## config.mk

```make
export PLATFORM = sky130hd
export DESIGN_NAME = mii_mgmt_seq
export DESIGN_NICKNAME = d
export VERILOG_FILES = /design/src/rtl/mii_mgmt_pkg.sv /design/src/rtl/mii_mgmt_timebase.sv /design/src/rtl/mii_mgmt_serializer.sv /design/src/rtl/mii_mgmt_ctrl.sv /design/src/rtl/mii_mgmt_seq.sv
export SDC_FILE = /design/constraint.sdc
export NUM_CORES = 1
export LEC_CHECK = 0
export ABC_AREA = 0
export BUFFER_PORTS_ARGS = -buffer_cell sky130_fd_sc_hd__clkbuf_2
export CAP_MARGIN = 20
export CORE_ASPECT_RATIO = 0.75
export CORE_MARGIN = 10
export CORE_UTILIZATION = 40
export DETAILED_ROUTE_END_ITERATION = 8
export MAX_ROUTING_LAYER = met4
export SETUP_SLACK_MARGIN = 0.4
export SYNTH_ARGS = -nofsm -noshare
export SYNTH_HDL_FRONTEND = slang
export SYNTH_HIERARCHICAL = 1
export SYNTH_SLANG_ARGS = --single-unit
```

## constraint.sdc

```tcl
create_clock -name clk -period 6 [get_ports clk]
set_input_delay 1.2 -clock clk [delete_from_list [all_inputs] [get_ports clk]]
set_output_delay 1.2 -clock clk [all_outputs]
set_load 0.02 [all_outputs]
```

## src/rtl/mii_mgmt_pkg.sv

```systemverilog
package mii_mgmt_pkg;

    localparam int PREAMBLE_BITS = 32;
    localparam int FRAME_BITS    = 64;
    localparam int BIT_W         = $clog2(FRAME_BITS);
    localparam int REG_AW        = 5;
    localparam int DATA_W        = 16;
    localparam int TA_FIRST_BIT  = 46;

    typedef enum logic {
        OP_RD = 1'b0,
        OP_WR = 1'b1
    } mgmt_op_e;

    typedef enum logic [2:0] {
        RI_REGNUM = 3'd0,
        RI_CMD    = 3'd1,
        RI_WLO    = 3'd2,
        RI_WHI    = 3'd3,
        RI_RLO    = 3'd4,
        RI_RHI    = 3'd5,
        RI_STAT   = 3'd6,
        RI_NONE   = 3'd7
    } reg_idx_e;

    // Whole serial frame, most significant bit sent first.
    function automatic logic [FRAME_BITS-1:0] make_frame(
        input mgmt_op_e          op,
        input logic [REG_AW-1:0] phy,
        input logic [REG_AW-1:0] regn,
        input logic [DATA_W-1:0] data
    );
        logic [1:0]        opc;
        logic [1:0]        ta;
        logic [DATA_W-1:0] pay;
        opc = (op == OP_WR) ? 2'b01 : 2'b10;
        ta  = (op == OP_WR) ? 2'b10 : 2'b11;
        pay = (op == OP_WR) ? data  : '1;
        return {{PREAMBLE_BITS{1'b1}}, 2'b01, opc, phy, regn, ta, pay};
    endfunction

endpackage

```

## src/rtl/mii_mgmt_timebase.sv

```systemverilog
module mii_mgmt_timebase
    import mii_mgmt_pkg::*;
#(
    parameter int MDC_HALF = 4
) (
    input  logic             clk,
    input  logic             rst_n,
    input  logic             start,
    input  logic             run,
    output logic             mdc,
    output logic             bit_end,
    output logic             done,
    output logic [BIT_W-1:0] bit_idx
);
    localparam int PERIOD = 2 * MDC_HALF;
    localparam int PH_W   = (PERIOD > 1) ? $clog2(PERIOD) : 1;

    typedef struct packed {
        logic [PH_W-1:0]  phase;
        logic [BIT_W-1:0] bitn;
    } tb_state_t;

    tb_state_t s_d, s_q;
    logic      last_phase;

    always_comb begin
        s_d        = s_q;
        last_phase = (s_q.phase == PH_W'(PERIOD - 1));
        bit_end    = run && last_phase;
        done       = bit_end && (s_q.bitn == BIT_W'(FRAME_BITS - 1));
        if (start) begin
            s_d = '0;
        end else if (run) begin
            if (last_phase) begin
                s_d.phase = '0;
                s_d.bitn  = s_q.bitn + BIT_W'(1);
            end else begin
                s_d.phase = s_q.phase + PH_W'(1);
            end
        end
    end

    always_ff @(posedge clk or negedge rst_n) begin
        if (!rst_n) s_q <= '0;
        else        s_q <= s_d;
    end

    assign mdc     = run && (s_q.phase >= PH_W'(MDC_HALF));
    assign bit_idx = s_q.bitn;

endmodule

```

## src/rtl/mii_mgmt_serializer.sv

```systemverilog
module mii_mgmt_serializer
    import mii_mgmt_pkg::*;
#(
    parameter logic [REG_AW-1:0] PHY_ADDR = 5'd1
) (
    input  logic              clk,
    input  logic              rst_n,
    input  logic              start,
    input  logic              run,
    input  mgmt_op_e          op_i,
    input  logic [REG_AW-1:0] regn_i,
    input  logic [DATA_W-1:0] wdata_i,
    input  logic              bit_end,
    input  logic [BIT_W-1:0]  bit_idx,
    input  logic              mdio_i,
    output logic              mdio_o,
    output logic              mdio_oe,
    output logic [DATA_W-1:0] rd_word
);
    typedef struct packed {
        logic [FRAME_BITS-1:0] frame;
        mgmt_op_e              op;
        logic [DATA_W-1:0]     cap;
    } ser_state_t;

    ser_state_t s_d, s_q;
    logic       released;

    always_comb begin
        s_d = s_q;
        if (start) begin
            s_d.frame = make_frame(op_i, PHY_ADDR, regn_i, wdata_i);
            s_d.op    = op_i;
        end else if (bit_end) begin
            s_d.frame = {s_q.frame[FRAME_BITS-2:0], 1'b1};
            s_d.cap   = {s_q.cap[DATA_W-2:0], mdio_i};
        end
    end

    always_ff @(posedge clk or negedge rst_n) begin
        if (!rst_n) begin
            s_q.frame <= '1;
            s_q.op    <= OP_RD;
            s_q.cap   <= '0;
        end else begin
            s_q <= s_d;
        end
    end

    // Bus handed to the PHY from the turnaround onward on a read.
    assign released = (s_q.op == OP_RD) && (bit_idx >= BIT_W'(TA_FIRST_BIT));
    assign mdio_o   = run ? s_q.frame[FRAME_BITS-1] : 1'b1;
    assign mdio_oe  = run && !released;
    assign rd_word  = {s_q.cap[DATA_W-2:0], mdio_i};

endmodule

```

## src/rtl/mii_mgmt_ctrl.sv

```systemverilog
module mii_mgmt_ctrl
    import mii_mgmt_pkg::*;
#(
    parameter int MDC_HALF = 4
) (
    input  logic              clk,
    input  logic              rst_n,
    input  logic              cfg_we,
    input  logic [2:0]        cfg_addr,
    input  logic [7:0]        cfg_wdata,
    output logic [7:0]        cfg_rdata,
    input  logic              done,
    input  logic [DATA_W-1:0] rd_word,
    output logic              start,
    output mgmt_op_e          start_op,
    output logic [REG_AW-1:0] regn,
    output logic [DATA_W-1:0] wdata,
    output logic              busy
);
    localparam int FRAME_CYC = FRAME_BITS * 2 * MDC_HALF;
    localparam int CNT_W     = $clog2(FRAME_CYC + 1) + 1;

    typedef struct packed {
        logic [REG_AW-1:0] regn;
        logic [1:0]        cmd;
        logic [7:0]        wlo;
        logic [7:0]        whi;
        logic [DATA_W-1:0] rdat;
        logic              nvalid;
        logic              busy;
        mgmt_op_e          op;
    } ctl_state_t;

    ctl_state_t s_d, s_q;
    logic       wr_ok;
    logic       start_rd;
    logic       start_wr;

    always_comb begin
        s_d      = s_q;
        wr_ok    = cfg_we && !s_q.busy;
        start_rd = wr_ok && (reg_idx_e'(cfg_addr) == RI_CMD) && cfg_wdata[0];
        start_wr = wr_ok && (reg_idx_e'(cfg_addr) == RI_WHI);
        if (wr_ok) begin
            case (reg_idx_e'(cfg_addr))
                RI_REGNUM: s_d.regn = cfg_wdata[REG_AW-1:0];
                RI_CMD:    s_d.cmd  = cfg_wdata[1:0];
                RI_WLO:    s_d.wlo  = cfg_wdata;
                RI_WHI:    s_d.whi  = cfg_wdata;
                default:   ;
            endcase
        end
        if (start_rd) begin
            s_d.busy   = 1'b1;
            s_d.op     = OP_RD;
            s_d.nvalid = 1'b1;
        end else if (start_wr) begin
            s_d.busy = 1'b1;
            s_d.op   = OP_WR;
        end else if (done) begin
            s_d.busy = 1'b0;
            if (s_q.op == OP_RD) begin
                s_d.rdat   = rd_word;
                s_d.nvalid = 1'b0;
            end
        end
    end

    always_ff @(posedge clk or negedge rst_n) begin
        if (!rst_n) begin
            s_q        <= '0;
            s_q.nvalid <= 1'b1;
        end else begin
            s_q <= s_d;
        end
    end

    always_comb begin
        case (reg_idx_e'(cfg_addr))
            RI_REGNUM: cfg_rdata = {{(8-REG_AW){1'b0}}, s_q.regn};
            RI_CMD:    cfg_rdata = {6'b0, s_q.cmd};
            RI_WLO:    cfg_rdata = s_q.wlo;
            RI_WHI:    cfg_rdata = s_q.whi;
            RI_RLO:    cfg_rdata = s_q.rdat[7:0];
            RI_RHI:    cfg_rdata = s_q.rdat[15:8];
            RI_STAT:   cfg_rdata = {5'b0, s_q.nvalid, 1'b0, s_q.busy};
            default:   cfg_rdata = 8'h00;
        endcase
    end

    assign start    = start_rd || start_wr;
    assign start_op = start_wr ? OP_WR : OP_RD;
    assign regn     = s_q.regn;
    assign wdata    = {cfg_wdata, s_q.wlo};
    assign busy     = s_q.busy;

    // Independent measure of the busy window.
    logic [CNT_W-1:0] busy_len_q;
    always_ff @(posedge clk or negedge rst_n) begin
        if (!rst_n)        busy_len_q <= '0;
        else if (start)    busy_len_q <= '0;
        else if (s_q.busy) busy_len_q <= busy_len_q + CNT_W'(1);
    end

    assert_busy_follows_launch_R2: assert property (@(posedge clk) disable iff (!rst_n)
        start |=> (s_q.busy && (s_q.op != OP_RD || s_q.nvalid)));

    assert_busy_length_R4: assert property (@(posedge clk) disable iff (!rst_n)
        $fell(s_q.busy) |-> (busy_len_q == CNT_W'(FRAME_CYC)));

    assert_read_result_R8: assert property (@(posedge clk) disable iff (!rst_n)
        (done && s_q.op == OP_RD) |=> (!s_q.nvalid && s_q.rdat == $past(rd_word)));

    assert_regnum_held_R9: assert property (@(posedge clk) disable iff (!rst_n)
        (s_q.busy && cfg_we && reg_idx_e'(cfg_addr) == RI_REGNUM) |=> $stable(s_q.regn));

endmodule

```

## src/rtl/mii_mgmt_seq.sv

```systemverilog
module mii_mgmt_seq
    import mii_mgmt_pkg::*;
#(
    parameter int                MDC_HALF = 4,
    parameter logic [REG_AW-1:0] PHY_ADDR = 5'd1
) (
    input  logic       clk,
    input  logic       rst_n,
    input  logic       cfg_we,
    input  logic [2:0] cfg_addr,
    input  logic [7:0] cfg_wdata,
    output logic [7:0] cfg_rdata,
    input  logic       mdio_i,
    output logic       mdc,
    output logic       mdio_o,
    output logic       mdio_oe
);
    logic              start;
    mgmt_op_e          start_op;
    logic [REG_AW-1:0] regn;
    logic [DATA_W-1:0] wdata;
    logic              busy;
    logic              bit_end;
    logic              done;
    logic [BIT_W-1:0]  bit_idx;
    logic [DATA_W-1:0] rd_word;

    mii_mgmt_ctrl #(.MDC_HALF(MDC_HALF)) u_ctrl (
        .clk       (clk),
        .rst_n     (rst_n),
        .cfg_we    (cfg_we),
        .cfg_addr  (cfg_addr),
        .cfg_wdata (cfg_wdata),
        .cfg_rdata (cfg_rdata),
        .done      (done),
        .rd_word   (rd_word),
        .start     (start),
        .start_op  (start_op),
        .regn      (regn),
        .wdata     (wdata),
        .busy      (busy)
    );

    mii_mgmt_timebase #(.MDC_HALF(MDC_HALF)) u_timebase (
        .clk     (clk),
        .rst_n   (rst_n),
        .start   (start),
        .run     (busy),
        .mdc     (mdc),
        .bit_end (bit_end),
        .done    (done),
        .bit_idx (bit_idx)
    );

    mii_mgmt_serializer #(.PHY_ADDR(PHY_ADDR)) u_ser (
        .clk     (clk),
        .rst_n   (rst_n),
        .start   (start),
        .run     (busy),
        .op_i    (start_op),
        .regn_i  (regn),
        .wdata_i (wdata),
        .bit_end (bit_end),
        .bit_idx (bit_idx),
        .mdio_i  (mdio_i),
        .mdio_o  (mdio_o),
        .mdio_oe (mdio_oe),
        .rd_word (rd_word)
    );

    assert_mdc_low_at_edges_R5: assert property (@(posedge clk) disable iff (!rst_n)
        ($rose(busy) || $fell(busy)) |-> !mdc);

    assert_mdio_still_while_mdc_high_R6: assert property (@(posedge clk) disable iff (!rst_n)
        (mdc && $past(mdc)) |-> $stable(mdio_o));

endmodule

```

-- Word level (Yosys, flattened, before mapping)
Cells that the tools add are included.
W data, S select, Z words.
- bits in registers: 131
- input port bits: 15
- output and inout bits: 11
- word-level logic and storage cells: 77
- add/sub/neg operators: 2
- $lt $le $gt $ge: 2
- equal/unequal tests: 10
- mux-type cells: 18
- bitwise gates (word level): 5
- reductions and logical operators: 27
- operator list (operator ; count):
    $mux W64 ; 2
    $pmux W8 S7 ; 1
    $mux W9 ; 2
    $mux W16 ; 1
    $eq A3 B3 Y1 const B ; 4
    $reduce_and A2 Y1 ; 6
    $reduce_bool A2 Y1 ; 5
    $logic_and A1 B1 Y1 ; 9
    $mux W1 ; 7
    $add A6 B1 Y6 const B ; 1
    $eq A3 B2 Y1 const B ; 2
    $eq A6 B6 Y1 const B ; 1
    $ge A6 B6 Y1 const B ; 1
    $mux W3 ; 2
    $mux W6 ; 1
    $not A1 Y1 ; 5
    $mux W2 ; 2
    $reduce_and A4 Y1 ; 1
    $add A3 B1 Y3 const B ; 1
    $eq A3 B1 Y1 const B ; 1
    $ge A3 B3 Y1 const B ; 1
    $logic_not A3 Y1 ; 1
    $reduce_and A3 Y1 ; 1
    $reduce_bool A3 Y1 ; 1
    4 further kinds ; 5

-- Logic depth before layout (Yosys ltp)
Gate-level depths: netlist (run 1).
- depth in word-level cells: 7
- depth in mapped cells: 9
- depth with buffers taken out: 8

-- By module
Netlist (run 1), hierarchy kept.
- by module, submodules not included (module ; times used ; cells an instance ; area each (um2) ; seq. area each (um2)):
    mii_mgmt_serializer ; 1 ; 274 ; 3642.2 ; 2082.0
    mii_mgmt_ctrl ; 1 ; 165 ; 2123.3 ; 1052.3
    mii_mgmt_timebase ; 1 ; 53 ; 534.3 ; 225.2

-- Worst setup path after synthesis (run 1)
Ideal clock, no wire load.
- path type: input -> output
- from: input port cfg_addr[2]
- to: output port cfg_rdata[1]
- data arrival time: 2.372 ns
- required time: 4.800 ns
- slack: 2.428 ns
- stages on the path: 5
- buffers on the path: 2
- cells stage by stage: clkbuf_1 > nor2b_1 > clkbuf_1 > a22oi_1 > o221ai_1
- word-level cells in the longest chain between the ends: 2
- elaborated cells on any way between the ends: 8
- those cells by class: 6 x eq/ne; 1 x mux; 1 x reduce/logical
- RTL lines (item ; line ; text):
    from (decl) ; mii_mgmt_seq.sv:10 ; input logic [2:0] cfg_addr,
    $eq A3 B3 Y1 (tied with other cells) ; mii_mgmt_ctrl.sv:79 ; case (reg_idx_e'(cfg_addr))
    $pmux W8 S7 (*) ; mii_mgmt_ctrl.sv:79 ;
    to (decl) ; mii_mgmt_seq.sv:12 ; output logic [7:0] cfg_rdata,
Every way passes the cells marked *; elsewhere a longest branch is shown, timed or not.

-- Final worst setup path (run 1)
- from: input port cfg_addr[2]
- to: output port cfg_rdata[6]
The elaborated chain is that of the path after synthesis.

==> reports/metrics.yaml, run 1 <==
global_route:
  grt_overflow: 0
  grt_pass1_vias: 3579
  antenna_found_initial: 0
  track_usage_pct: 11.7
  grt_pass1_wl_um: 19200
  grt_max_degree: 83
sta:
  max_slew.worst_pin.slew_ns: 1.02
  layout_min_cycle_time_ns: 4.04
  drv_slew: 0
  slew_headroom_pct: 31.8
  finalCritPeriodShare_pct: 67.3
  finalSetupViolCount: 0
  rsz0062_at_grt: "no"
  hold_violations: 0
  fin_hold_ws_ns: 0.468
  fin_tns_setup_ns: 0
  skew_ns: 0.0116
  max_freq_ghz: 0.248
die:
  ios: 26
  die_w_um: 165
  dieArea_mm2: 0.0212
  start_util_pct: 41.1
  core-area_mm2: 0.0153
  fp-row-count: 39
  die_y_um: 129
power_and_ir_drop:
  leakagePower_nw: 2.92
  internal_power_mw: 2.41
  power.density_mw_per_mm2: 482
  power_frac_clock_pct: 31.6
  combPwrFrac_pct: 22.4
  seqPwrFrac_pct: 46.0
  vdd_drop_max_v: 0.000197
  p_switching_mw: 0.877
  power_switching_share_pct: 26.7
  total_power_mw: 3.29
critical_path:
  cp_data_required_time_ns: 4.80
  crit_top_cell: "clkbuf_2"
  crit_chain: "clkbuf_2 -> nor2b_1 -> a221oi_1 -> a21oi_1 -> clkbuf_2"
  max_stage_delay_ns: 0.69
  cp_max_fo: 15
  cpMaxStageDelayCell: "nor2b_1"
  crit_type: "in2out"
  crit_path_end_kind: "output port"
  cp-start-kind: "input pin"
  arrival_ns: 2.84
clock_network:
  cts_tree: "built"
  cts_resized: 0
  clkLatencyLatePin_ns: 0.41
  numCtsBuffers: 17
  cts_hold_buf: 0
  cts_buffer_depth: 2
  path_clk_slew_ns: 0.05
  post_cts_buffers: 0
  htree_levels: 4
  cts_root_buf: "clkbuf_16"
  clock-sinks: 131
placement:
  io_buffers: 25
  gp_congestion: 0.785
  dp_hpwl_um: 7410
synth:
  yosysWarnings: 6
  syn_nets: 509
  syn_area_mm2: 0.00629
  synth.avg_cell_area_um2: 12.8
  syn_inst: 491
status:
  outcome: "completed"
detailed_routing:
  wl_um: 11400
  via_count: 3511
  drt_iter0_markers: 178
  drtAntennaViolNets: 0
  drt_pre_antenna_iters: 4
  routedWlPerCell_um: 16.7
  vias_per_cell: 5.16
  drc: 0
hold_path:
  hold_path_class: "reg2reg"
cells_and_area:
  multi_input_area_mm2: 0.00241
  drive_gt1_share_pct: 44.2
  fin_nets: 480
  syn_to_final_growth_pct: 8.39
  diodes: 0
  seqCellArea_mm2: 0.00336
  fillers: 1419
job:
  drv_cap: 0
[stage by stage]
step / setup slack [ns] / area (um2) / cells / util [%]
floorplan: 2.43 / 6290 / 491 / -
global placement: 2.08 / 6190 / 647 / 40.4
detailed placement: 1.99 / 6190 / 647 / 40.4
CTS: 1.99 / 6790 / 679 / 44.3
global route: 1.80 / 6820 / 680 / 44.5
finish: 1.96 / 6820 / 680 / 44.5
[routing by layer]
| metal | GRT usage (%) | routed length (um) | up-vias |
|---|---|---|---|
| li1 | - | - | 1656 |
| met1 | 17.1 | 6090 | 1799 |
| met2 | 15.1 | 4840 | 50 |
| met3 | 2.90 | 363 | 6 |
| met4 | 4.21 | 87 | 0 |
| met5 | - | 0 | - |
[final cells by class]
class	instances	share of cell area, %
well taps	205	3.76
clock inverters	13	2.33
multi-input cells	278	35.3
clock buffers	19	6.49
flip-flops and latches	131	49.3
inverters	5	0.275
repair buffers	29	2.61
[sequential cells by signal, summed over array words and instances (netlist names)]
signal / count
u_ctrl/regn: 5
u_ctrl/s_q: 28
u_ctrl/busy: 1
u_ser/rd_word: 15
u_ctrl/wdata: 8
u_timebase/s_q: 3
u_timebase/bit_idx: 6
u_ser/s_q: 65
[placed cells by master (no fill, tap or decap), types with 15 or more instances in the layout]
cell,instances
dfrtp_1,66
mux2_2,65
dfstp_2,65
nor2b_1,39
a211o_1,35
clkbuf_2,24
clkbuf_16,17
mux2i_1,17
nor2_1,15
o22a_1,15
[final timing paths]
kind	cells past startpoint	slack, ns	end	from
worst max-delay path	5	1.96	cfg_rdata[6]	cfg_addr[2]
worst min-delay path	2	0.47	u_ctrl/s_q[2]	u_ctrl/s_q[2]
worst max register to register	4	2.96	u_ser/s_q[27]	u_ctrl/busy
max in group asynchronous	3	4.11	u_ctrl/regn[0]	rst_n
min in group asynchronous	1	0.63	u_ser/rd_word[13]	rst_n
worst min register to register	2	0.47	u_ctrl/s_q[2]	u_ctrl/s_q[2]
[power by group through the flow]
stage / clock network, mW / logic [mW] / registers (mW)
after CTS: 1.07 / 0.744 / 1.51
after detailed placement: 0 / 0.740 / 1.52
after floorplan: 0 / 0.717 / 1.46
after global routing: 1.11 / 0.828 / 1.56
final: 1.04 / 0.737 / 1.51
after global placement: 0 / 0.710 / 1.52
[worst max-delay path: cells and delay by family]
| family | cells | cell delay [ns] |
|---|---|---|
| AOI/OAI and AO/OA | 2 | 0.45 |
| buffers and inverters | 2 | 0.50 |
| and+or+nand+nor | 1 | 0.69 |
Power figures use the tool's default switching activity.
==> run 2: changes to the inputs <==
clock period = 3.5 ns   (was 6 ns; I/O delays follow)
==> run 2 against run 1 <==
Cell count is 0.74% higher. Clock power grew 60%. Sequential share of layout area up 0.091 points. Critical endpoint is now cfg_rdata[7]. Largest power group unchanged. Highest routed layer unchanged.
==> reports/metrics.yaml, run 2 (synthesis gave the netlist of run 1 again) <==
critical_path:
  cp_max_fo: 15  # unchanged
  cp-start-kind: "input pin"
  crit_path_end_kind: "output port"
  cpMaxStageDelayCell: "nor2b_1"
  cp_data_required_time_ns: 2.80  # -2.00 ns
  arrival_ns: 2.11  # -0.73 ns
  crit_type: "in2out"
  crit_top_cell: "clkbuf_2"
  max_stage_delay_ns: 0.60  # -0.09 ns
  crit_chain: "clkbuf_2 -> nor2b_1 -> a22oi_1 -> a21oi_1 -> clkbuf_2"
detailed_routing:
  routedWlPerCell_um: 16.8  # +0.33%
  drtAntennaViolNets: 0  # unchanged
  wl_um: 11500  # +1.1%
  via_count: 3534  # +0.66%
  drc: 0  # unchanged
  drt_pre_antenna_iters: 4  # unchanged
  drt_iter0_markers: 199  # +12%
  vias_per_cell: 5.16  # about the same
power_and_ir_drop:
  total_power_mw: 5.52  # +68%
  seqPwrFrac_pct: 47.1  # +1.1 points
  power.density_mw_per_mm2: 810  # +68%
  vdd_drop_max_v: 0.000353  # +79%
  power_switching_share_pct: 27.9  # +1.2 points
  power_frac_clock_pct: 30.0  # -1.6 points
  leakagePower_nw: 2.91  # -0.28%
  p_switching_mw: 1.54  # +75%
  internal_power_mw: 3.98  # +65%
  combPwrFrac_pct: 22.8  # +0.4 points
die:
  core-area_mm2: 0.0153  # unchanged
  die_y_um: 129  # unchanged
  fp-row-count: 39  # unchanged
  dieArea_mm2: 0.0212  # unchanged
  die_w_um: 165  # unchanged
  start_util_pct: 41.1  # unchanged
  ios: 26  # unchanged
status:
  outcome: "completed"
clock_network:
  cts_root_buf: "clkbuf_16"
  path_clk_slew_ns: 0.06  # about the same
  clkLatencyLatePin_ns: 0.41  # about the same
  cts_buffer_depth: 2  # unchanged
  post_cts_buffers: 0  # unchanged
  cts_tree: "built"
  cts_resized: 0  # unchanged
  numCtsBuffers: 17  # unchanged
  htree_levels: 4  # unchanged
  clock-sinks: 131  # unchanged
  cts_hold_buf: 0  # unchanged
cells_and_area:
  drive_gt1_share_pct: 45.0  # +0.79 points
  syn_to_final_growth_pct: 8.19
  diodes: 0  # unchanged
  largest-register: "u_ser/s_q"
  fin_nets: 485  # +1.0%
  largest_reg_flops: 65  # unchanged
  final_common_cell: "dfrtp_1"
  final_cell_mix: "dfrtp_1, mux2_2, dfstp_2"
sta:
  finalSetupViolCount: 0  # unchanged
  hold_violations: 0  # unchanged
  skew_ns: 0.00709  # -0.00452 ns
  rsz0062_at_grt: "no"
  drv_slew: 0  # unchanged
  max_freq_ghz: 0.355
  slew_headroom_pct: 47.3  # +15 points
  finalCritPeriodShare_pct: 80.4
  fin_tns_setup_ns: 0  # unchanged
  max_slew.worst_pin.slew_ns: 0.791  # -0.232 ns
  layout_min_cycle_time_ns: 2.81
global_route:
  grt_pass1_vias: 3724  # +4.1%
  grt_overflow: 0  # unchanged
  grt_pass1_wl_um: 19700  # +2.8%
  grt_max_degree: 64  # -23%
  track_usage_pct: 12.0  # +0.28 points
  antenna_found_initial: 0  # unchanged
hold_path:
  hold_path_class: "in2async"
job:
  drv_cap: 0  # unchanged
placement:
  dp_hpwl_um: 7580  # +2.3%
  io_buffers: 25  # unchanged
  gp_congestion: 0.821  # +4.5%
-- run 2: worst paths after layout --
path / start / end / slack [ns] / cells past startpoint
min reg2reg: u_ctrl/s_q[2] / u_ctrl/s_q[2] / 0.49 / 2
min: rst_n / u_ctrl/s_q[8] / 0.36 / 1
max in group asynchronous: rst_n / u_ser/s_q[37] / 2.28 / 2
max: cfg_addr[2] / cfg_rdata[7] / 0.69 / 5
min in group clk: u_ctrl/s_q[2] / u_ctrl/s_q[2] / 0.49 / 2
max reg2reg: u_timebase/s_q[6] / u_ser/rd_word[15] / 0.94 / 5
-- run 2: per-stage QoR --
| stage | utilization [%] | instances | hold slack, ns | setup WS (ns) | cell area (um2) |
|---|---|---|---|---|---|
| after floorplan | - | 491 | 0.404 | 0.928 | 6290 |
| after global placement | 40.8 | 653 | 0.467 | 0.763 | 6250 |
| after detailed placement | 40.8 | 653 | 0.474 | 0.699 | 6250 |
| after CTS | 44.4 | 685 | 0.385 | 0.697 | 6810 |
| after global routing | 44.4 | 685 | 0.418 | 0.522 | 6810 |
| final | 44.4 | 685 | 0.362 | 0.686 | 6810 |
-- run 2: power by group through the flow --
stage                     registers [mW]  clock network [mW]  logic [mW]
final                               2.60                1.66        1.26
after global routing                2.67                1.78        1.42
after CTS                           2.60                1.70        1.28
after detailed placement            2.62                   0        1.27
after global placement              2.60                   0        1.22
after floorplan                     2.50                   0        1.23
-- run 2: worst max-delay path: cells and delay by family --
family          cells  cell delay, ns
compound gates      2            0.37
simple gates        1            0.60
buf+inv             2            0.44
-- run 2: per-layer routing --
metal  vias up  global-route usage, %  part of all wire [%]  wire length [um]
met5         -                      -                     0                 0
met4         0                   4.16                  0.82                94
met3         9                   3.09                   3.8               442
met2        52                   16.2                    42              4880
met1      1805                   16.9                    53              6080
li1       1668                      -                     -                 -
-- run 2: final cells by class --
type	instances	area, um2
clock buffer	17	425
tap	205	256
sequential	131	3360
timing repair buffer	34	208
fill	1402	8510
inverter	5	18.8
clock inverter	15	134
multi-input combinational	278	2410
